`src/rtl/adc_ctrl_pkg.sv`:
```
// Shared widths and the read-side view of the control/status register.
// Assumes an 8-bit register bus and a 10-bit converter.
package adc_ctrl_pkg;
    localparam int DATA_W = 8;
    localparam int RES_W  = 10;
    localparam int CH_W   = 3;

    // Bit positions that software decodes in the control/status register
    localparam int BIT_EXT   = 5;
    localparam int BIT_DONE  = 4;
    localparam int BIT_START = 3;

    typedef struct packed {
        logic [1:0]      res_lo;
        logic            ext_en;
        logic            done;
        logic            busy;
        logic [CH_W-1:0] chan;
    } ctrl_view_t;
endpackage

```
`src/rtl/adc_start_sync.sv`:
```
// Brings the asynchronous trigger pin into the clock domain and flags its rising edge.
// Assumes the pin stays high or low for at least two clock cycles at a time.
// Latency: STAGES flops, then one compare flop.
module adc_start_sync #(
    parameter int STAGES = 2
) (
    input  logic clk,
    input  logic rst_n,
    input  logic async_in,
    output logic rise
);
    logic [STAGES-1:0] chain;
    logic              prev;

    // First stage samples the pin.
    always_ff @(posedge clk) begin
        if (!rst_n) chain[0] <= 1'b0;
        else        chain[0] <= async_in;
    end

    // Remaining stages of the synchronizer.
    generate
        for (genvar i = 1; i < STAGES; i++) begin : g_stage
            always_ff @(posedge clk) begin
                if (!rst_n) chain[i] <= 1'b0;
                else        chain[i] <= chain[i-1];
            end
        end
    endgenerate

    // Delayed copy, used to detect the rising edge.
    always_ff @(posedge clk) begin
        if (!rst_n) prev <= 1'b0;
        else        prev <= chain[STAGES-1];
    end

    assign rise = chain[STAGES-1] & ~prev;
endmodule

```
`src/rtl/adc_conv_timer.sv`:
```
// Runs the fixed-length conversion window and latches the converter result.
// Assumes launch is only raised while not busy.
module adc_conv_timer
    import adc_ctrl_pkg::*;
#(
    parameter int CONV_CYCLES = 12
) (
    input  logic             clk,
    input  logic             rst_n,
    input  logic             launch,
    input  logic [RES_W-1:0] conv_result,
    output logic             busy,
    output logic             finish,
    output logic [RES_W-1:0] result,
    output logic             conv_start
);
    localparam int CW = (CONV_CYCLES > 1) ? $clog2(CONV_CYCLES) : 1;
    localparam logic [CW-1:0] LAST = CW'(CONV_CYCLES - 1);

    logic [CW-1:0] remain;

    assign finish = busy && (remain == '0);

    // Busy flag and countdown through the window.
    always_ff @(posedge clk) begin
        if (!rst_n) begin
            busy   <= 1'b0;
            remain <= '0;
        end else if (launch) begin
            busy   <= 1'b1;
            remain <= LAST;
        end else if (finish) begin
            busy   <= 1'b0;
        end else if (busy) begin
            remain <= remain - 1'b1;
        end
    end

    // Result capture on the final busy cycle.
    always_ff @(posedge clk) begin
        if (!rst_n)      result <= '0;
        else if (finish) result <= conv_result;
    end

    // One-cycle launch pulse to the converter.
    always_ff @(posedge clk) begin
        if (!rst_n) conv_start <= 1'b0;
        else        conv_start <= launch;
    end

    AST_LAUNCH_PULSE: assert property (@(posedge clk) disable iff (!rst_n)
        $rose(busy) |-> conv_start);
    AST_WINDOW_BOUND: assert property (@(posedge clk) disable iff (!rst_n)
        busy |-> (remain <= LAST));
endmodule

```
`src/rtl/adc_conv_ctrl.sv`:
```
// Control/status register logic for an 8-channel converter: start interlocks,
// channel lock, done flag, interrupt request and the result read-out.
// Assumes a single-cycle register write strobe and a combinational read.
module adc_conv_ctrl
    import adc_ctrl_pkg::*;
#(
    parameter int CONV_CYCLES = 12,
    parameter int SYNC_STAGES = 2
) (
    input  logic              clk,
    input  logic              rst_n,
    input  logic              bus_wr,
    input  logic              bus_addr,
    input  logic [5:0]        bus_wdata,
    output logic [DATA_W-1:0] bus_rdata,
    input  logic              ext_start,
    input  logic              irq_enable,
    output logic              irq,
    output logic              conv_start,
    output logic [CH_W-1:0]   conv_chan,
    input  logic [RES_W-1:0]  conv_result
);
    logic             ext_en, done;
    logic [CH_W-1:0]  chan;
    logic             busy, finish, pin_rise;
    logic [RES_W-1:0] result;
    logic             ctrl_wr, done_eff, req, launch;
    ctrl_view_t       view;

    adc_start_sync #(.STAGES(SYNC_STAGES)) u_sync (
        .clk(clk), .rst_n(rst_n), .async_in(ext_start), .rise(pin_rise)
    );

    adc_conv_timer #(.CONV_CYCLES(CONV_CYCLES)) u_timer (
        .clk(clk), .rst_n(rst_n), .launch(launch), .conv_result(conv_result),
        .busy(busy), .finish(finish), .result(result), .conv_start(conv_start)
    );

    // Start decision: a clearing write counts as done=0 for the same-cycle start.
    always_comb begin
        ctrl_wr  = bus_wr && !bus_addr;
        done_eff = ctrl_wr ? (done && bus_wdata[BIT_DONE]) : done;
        req      = (ctrl_wr && bus_wdata[BIT_START]) || (pin_rise && ext_en);
        launch   = req && !busy && !done_eff;
    end

    // Trigger-enable field, writable at any time.
    always_ff @(posedge clk) begin
        if (!rst_n)       ext_en <= 1'b0;
        else if (ctrl_wr) ext_en <= bus_wdata[BIT_EXT];
    end

    // Done flag: set by completion (which wins), cleared only by software.
    always_ff @(posedge clk) begin
        if (!rst_n)      done <= 1'b0;
        else if (finish) done <= 1'b1;
        else             done <= done_eff;
    end

    // Channel field, locked unless fully idle.
    always_ff @(posedge clk) begin
        if (!rst_n)                          chan <= '0;
        else if (ctrl_wr && !busy && !done)  chan <= bus_wdata[CH_W-1:0];
    end

    // Read-side assembly and outputs.
    always_comb begin
        view.res_lo = result[1:0];
        view.ext_en = ext_en;
        view.done   = done;
        view.busy   = busy;
        view.chan   = chan;
        bus_rdata   = bus_addr ? result[RES_W-1:2] : DATA_W'(view);
    end

    assign irq       = done && irq_enable;
    assign conv_chan = chan;

    AST_BUSY_DONE_EXCL: assert property (@(posedge clk) disable iff (!rst_n)
        !(busy && done));
    AST_BUSY_FALL_DONE: assert property (@(posedge clk) disable iff (!rst_n)
        $fell(busy) |-> done);
    AST_DONE_HW_ONLY: assert property (@(posedge clk) disable iff (!rst_n)
        $rose(done) |-> $past(busy));
    AST_CHAN_LOCK: assert property (@(posedge clk) disable iff (!rst_n)
        !$stable(chan) |-> $past(!busy && !done));
    AST_NO_START_DONE: assert property (@(posedge clk) disable iff (!rst_n)
        conv_start |-> !done);
endmodule

```
`config.mk`:
```
export PLATFORM = sky130hd
export DESIGN_NAME = adc_conv_ctrl
export DESIGN_NICKNAME = d
export VERILOG_FILES = /design/src/rtl/adc_ctrl_pkg.sv /design/src/rtl/adc_start_sync.sv /design/src/rtl/adc_conv_timer.sv /design/src/rtl/adc_conv_ctrl.sv
export SDC_FILE = /design/constraint.sdc
export NUM_CORES = 1
export LEC_CHECK = 0
export ABC_AREA = 1
export CORE_ASPECT_RATIO = 0.8
export CORE_UTILIZATION = 40
export CTS_CLUSTER_DIAMETER = 40
export DETAILED_ROUTE_END_ITERATION = 10
export DONT_BUFFER_PORTS = 1
export PLACE_DENSITY = 0.54
export SETUP_SLACK_MARGIN = 0.1
export SYNTH_ARGS = -nofsm -noshare
export SYNTH_HDL_FRONTEND = slang
export SYNTH_SLANG_ARGS = --single-unit
export TNS_END_PERCENT = 5
```
`constraint.sdc`:
```
create_clock -name clk -period 1.3 [get_ports clk]
set_input_delay 0.26 -clock clk [delete_from_list [all_inputs] [get_ports clk]]
set_output_delay 0.26 -clock clk [all_outputs]
set_load 0.02 [all_outputs]
```
==> results.toml, run 1 <==
[cells_and_area]
stdcell_count = 200
final_core_util_pct = 50.30
fill_cells = 257
nets = 190
antenna_cells = 0
drive_above_1_share_pct = 23.17
final_area_sq_um = 1259
syn2layout_area_growth_pct = 16.17

[critical_path]
cp_top_family = "flip-flops"
cp.required_ns = 1.04
path_class = "flip-flop to primary output"
path_depth = 3
cpPeakStageDelay_ns = 0.38
regToRegSetupSlack_ns = 0.12
worstSetupStartpoint = "u_timer.busy"
cpMaxStageDelayCell = "dfxtp_4"
startpoint_type = "flip-flop"
critPathMaxFanout = 2
crit_buf_inv = 2
ff2ff_path_depth = 8
path_cells = "inv_4 > o21ai_2 > buf_4"
worstSetupEndpoint = "bus_rdata[3]"
critPathCaptureType = "primary output"
rr_startpoint = "u_timer.remain[0]"
worstPathArrival_ns = 0.98
r2r-end = "u_timer.result[5]"

[yosys]
synthTopCellsByArea = "dfxtp_1, nand2_1, nor2_1, inv_1, o21ai_1"
synth_top_flop_cell = "dfxtp_1"
synth_most_common_cell = "nand2_1"
syn_inst = 154
synth-seq-cells = 24
synth_area_leader_cell = "dfxtp_1"
synthesis.area_sq_um = 1084
async_reset_ff_share_pct = 0
synth_nets = 178
synth.distinct_cells = 21
synth_area_per_cell_sq_um = 7.036
synth_common_cells = "nand2_1, nor2_1, dfxtp_1, inv_1, o21ai_1"
synth_edf_count = 0
yosysSeqAreaShare_pct = 44.34
synthDominantCellAreaShare_pct = 44.34
yosys_warnings = 0

[clock_network]
clock_latency_ns = 0.30
cts_sinks = 24
cts_tree = "yes"
clk_path_buf_depth = 2
htreeDepth = 1
cts-root-buf = "clkbuf_4"
clkTransAtPathRegs_ns = 0.12
cts_made_buffers = 3
holdBufCountCts = 0

[sta]
drv_slew = 0
period_share_pct = 95.02
finalCriticalPeriod_ns = 1.235
rsz0062_at_grt = "yes"
fin_tns_setup_ns = 0
hold_viol = 0
worst_slew_pin_slew_ns = 0.2743
setup_viol = 0
max_slew_margin_pct = 81.61
max_freq_mhz = 809.6
finClkSkew_ns = 0.0008278

[drt]
wl_per_cell_um = 11.51
drtIter0Drc = 40
drtAntennaViolNets = 0
viasPerCell = 4.800
num_vias = 960
remaining_drc_errors = 0
drt-total-wl_um = 2301
firstDrtPassIters = 4

[global_routing]
grt_pass1_vias = 909
antenna_found_initial = 0
track_usage_pct = 17.94
grt_pass1_wl_um = 3974
grt_max_degree = 23
overflow = 0

[placement]
hpwl_um = 1746
dpl.cell_count = 193
placed_cell_area_sq_um = 1150
portBuffers = 0
gp_congestion = 0.7599

[die]
rows = 16
core_sq_um = 2502
die_h_um = 48.55
io_pins = 35
start_util_pct = 43.30
die_x_um = 60.19
die-area_sq_um = 2922

[power]
peakVddDrop_mv = 0.4691
p_per_area_nw_per_um2 = 1103
p_leak_nw = 0.6080

[worst_hold_path]
hp-class = "primary input to flip-flop"

[run]
cap_violations = 0

[run_status]
status = "complete, no violations"
-- cell usage in the layout, fill, tap and decap left out, drive strengths merged --
cell and count:
xor2 1, nand4 2, nand2 41, nor3 1, buf 13, o21ai 17, dfxtp 24, nor2 32
nand3 7, ha 2, nand3b 1, a21oi 2, inv 18, clkbuf 3
-- flip-flops by register name, indices dropped and copies added, names as in the netlist --
name / cells
u_timer.result: 10
u_timer.remain: 4
conv_chan: 3
u_sync.chain: 2
done: 1
ext_en: 1
u_sync.prev: 1
u_timer.busy: 1
u_timer.conv_start: 1
-- worst register-to-register path, delay by kind of cell, from the launching register on --
kind            cells  cell delay (ns)
fa+ha+maj           1             0.14
simple gates        3             0.18
flops               1             0.35
buf+inv             3             0.32
compound gates      1             0.10
-- kinds of logic (layout without fill, tap and decap cells) --
kind of cell | count (synthesis) | after routing | synth area share [%]
xor+xnor | 1 | 1 | 0.8085
fa+ha+maj | 2 | 2 | 2.309
buf+inv | 24 | 34 | 10.51
compound gates | 19 | 19 | 9.122
flops | 24 | 24 | 44.34
simple gates | 84 | 84 | 32.91
-- what timing repair did --
item	CTS	global route
pin swaps	1	1
buffers inserted	4	0
endpoints found under the setup margin	16	26
endpoints found under the hold margin	0	0
gates resized for setup	9	11
-- report_power, final --
| group | internal (mW) | switching, mW | total (mW) | leakage, nW |
|---|---|---|---|---|
| registers | 0.781 | 0.0302 | 0.811 | 0.198 |
| clock network | 0.108 | 0.203 | 0.311 | 0.0138 |
| logic | 0.105 | 0.161 | 0.265 | 0.396 |
| total | 0.994 | 0.394 | 1.39 | 0.608 |
-- layout make-up --
cell class,count,area [sq um],area share (%)
Clock buffer,3,22.52,1.789
Inverter,18,72.57,5.765
Multi-Input combinational cell,106,530.5,42.15
Sequential cell,24,490.5,38.97
Tap cell,36,45.04,3.579
Timing Repair Buffer,13,97.59,7.753
-- metrics by stage --
step	setup WS (ns)	hold slack [ns]	power, mW
floorplan	0.09202	0.3576	1.017
global placement	0.06318	0.3621	1.055
detailed placement	0.01956	0.3673	1.059
CTS	0.04105	0.03361	1.386
global route	0.01427	0.01280	1.480
finish	0.06478	0.04786	1.388
-- worst min path at each step --
stage / start / to / slack (ns) / cells after the start
floorplan: ext_start / u_sync.chain[0] / 0.36 / 2
global placement: rst_n / u_sync.chain[0] / 0.36 / 2
detailed placement: rst_n / u_sync.chain[1] / 0.37 / 2
CTS: rst_n / u_sync.chain[1] / 0.03 / 2
global route: rst_n / u_timer.result[6] / 0.01 / 2
finish: ext_start / u_sync.chain[0] / 0.05 / 2
-- per-layer routing --
layer	wire (um)	vias up	GRT usage, %	share of wire [%]
met1	1099	424	23.15	48
met4	38	0	5.814	1.7
met5	0	-	0	0
met2	1033	32	28.39	45
li1	-	498	-	-
met3	130	6	5.080	5.6
Note: power is estimated with default switching activity, not from simulation.
==> run 2, diff against run 1 <==
--- a/config.mk
+++ b/config.mk
@@ -5,7 +5,6 @@
 export SDC_FILE = /design/constraint.sdc
 export NUM_CORES = 1
 export LEC_CHECK = 0
-export ABC_AREA = 1
 export CORE_ASPECT_RATIO = 0.8
 export CORE_UTILIZATION = 40
 export CTS_CLUSTER_DIAMETER = 40
==> run 2 against run 1 <==
Against the previous run:
- the run now ends with negative setup slack left
- synthesized cell count is 28% lower
- global-route usage is 2.6 points lower
- design area is 0.70% lower
- sequential power hardly changed
- wire length is 8.0% lower
- non-clock buffer count is 6 lower
- critical path type unchanged
- critical endpoint unchanged
- largest cell class unchanged
- largest power group unchanged
==> results.toml, run 2 <==
[run_status]
status = "finished, violations left"
violations = "negative setup slack"

[drt]
drt-total-wl_um = 2116
drtAntennaViolNets = 0
viasPerCell = 4.895
firstDrtPassIters = 4
num_vias = 749
drtIter0Drc = 15
remaining_drc_errors = 0
wl_per_cell_um = 13.83

[sta]
drv_slew = 0
period_share_pct = 101.7
whs_ns = 0.06462
finalCriticalPeriod_ns = 1.322
layout_setup_ws_ns = -0.02172
rsz0062_at_grt = "yes"
max_slew_margin_pct = 83.20
worst_slew_pin_slew_ns = 0.2504
max_freq_mhz = 756.6
fin_tns_setup_ns = -0.02172
hold_viol = 0
finClkSkew_ns = 0.01287
setup_viol = 1

[yosys]
synth_area_leader_cell = "dfxtp_1"
yosysSeqAreaShare_pct = 46.72
yosys_warnings = 0
syn_inst = 111
async_reset_ff_share_pct = 0
synthesis.area_sq_um = 1028
synth_area_per_cell_sq_um = 9.266
synth_top_flop_cell = "dfxtp_1"
synth-seq-cells = 24
synthDominantCellAreaShare_pct = 46.72
synth.distinct_cells = 25
synth_common_cells = "dfxtp_1, nand2_1, a21oi_1, mux2_1, nor2_1"
synth_nets = 135
synth_most_common_cell = "dfxtp_1"
synth_edf_count = 0
synthTopCellsByArea = "dfxtp_1, mux2_1, nand2_1, a21oi_1, mux2i_1"

[clock_network]
cts_sinks = 24
clk_path_buf_depth = 2
cts_tree = "yes"
clock_latency_ns = 0.32
clkTransAtPathRegs_ns = 0.12
holdBufCountCts = 0
cts-root-buf = "clkbuf_4"
cts_made_buffers = 3
htreeDepth = 1

[placement]
portBuffers = 0
hpwl_um = 1485
gp_congestion = 0.7337
dpl.cell_count = 148
pre_cts_slack_ns = -0.06666
placed_cell_area_sq_um = 1134

[die]
die_h_um = 47.36
start_util_pct = 42.11
io_pins = 35
die_x_um = 58.69
rows = 16
core_sq_um = 2442
die-area_sq_um = 2779

[global_routing]
antenna_found_initial = 0
grt_max_degree = 21
grt_pass1_vias = 611
grt_busiest_layer = "met2"
overflow = 0
use_met3_pct = 6.612
grt_pass1_wl_um = 3049
use_met2_pct = 24.37
track_usage_pct = 15.38
grtUsageMet1_pct = 20.47

[power]
p_per_area_nw_per_um2 = 1170
peakVddDrop_mv = 0.6132
power.total_mw = 1.463
p_leak_nw = 0.4809

[cells_and_area]
top_register = "u_timer.result"
drive_above_1_share_pct = 40.17
stdcell_count = 153
final_area_sq_um = 1250
final_core_util_pct = 51.18
nets = 142
layout_common_cells = "nand2_1, dfxtp_1, a21oi_1"
syn2layout_area_growth_pct = 21.53
antenna_cells = 0
largest_reg_flops = 10
mostFrequentLayoutCell = "nand2_1"

[critical_path]
critPathMaxFanout = 2
worstPathArrival_ns = 1.06
path_class = "flip-flop to primary output"
regToRegSetupSlack_ns = 0.03
critPathCaptureType = "primary output"
cp.required_ns = 1.04
startpoint_type = "flip-flop"

[worst_hold_path]
hp-class = "primary input to flip-flop"

[run]
cap_violations = 0
run 2: cell families (layout without fill, tap and decap cells):
| family | Yosys count | after routing | synth area share, % |
|---|---|---|---|
| AOI/OAI and AO/OA | 18 | 18 | 9.490 |
| xor gates and xnor gates | 2 | 2 | 1.703 |
| adders and majority gates | 2 | 2 | 2.433 |
| buffers and inverters | 9 | 15 | 3.893 |
| DFF | 24 | 24 | 46.72 |
| muxes | 14 | 14 | 14.72 |
| and+or+nand+nor | 42 | 42 | 21.05 |
run 2: path summary, 6_finish.rpt:
| path | startpoint | end | cells past startpoint |
|---|---|---|---|
| min | conv_result[0] | u_timer.result[0] | 2 |
| max | u_timer.busy | bus_rdata[3] | 2 |
| min reg2reg | u_sync.chain[0] | u_sync.chain[1] | 1 |
| max reg2reg | u_timer.remain[1] | u_timer.remain[1] | 6 |
run 2: layout make-up:
cell class	count	area [sq um]
inverters	4	15.01
multi-input cells	78	590.6
flip-flops and latches	24	503.0
fillers	254	1192
well taps	36	45.04
repair buffers	7	60.06
clock buffers	4	36.28
run 2: power by group:
group | total (mW) | switching [mW] | internal, mW
sequential | 0.810 | 0.0344 | 0.776
clock | 0.390 | 0.219 | 0.171
combinational | 0.263 | 0.134 | 0.129
total | 1.46 | 0.388 | 1.08
run 2: per-layer routing:
layer | vias to the layer above | wire (um)
met1 | 345 | 968
li1 | 378 | -
met5 | - | 0
met4 | 0 | 0
met2 | 26 | 972
met3 | 0 | 174
run 2: repair_timing:
item	4_1_cts	5_1_grt
setup buffers	1	0
resized for setup	31	5
gates cloned	0	0
endpoints found under the setup margin	22	26
pin swaps	6	4
run 2: worst max-delay path, cell delays in order, from the launching register on:
cell and delay, ns:
dfxtp_2 0.35, buf_6 0.11, mux2_4 0.30
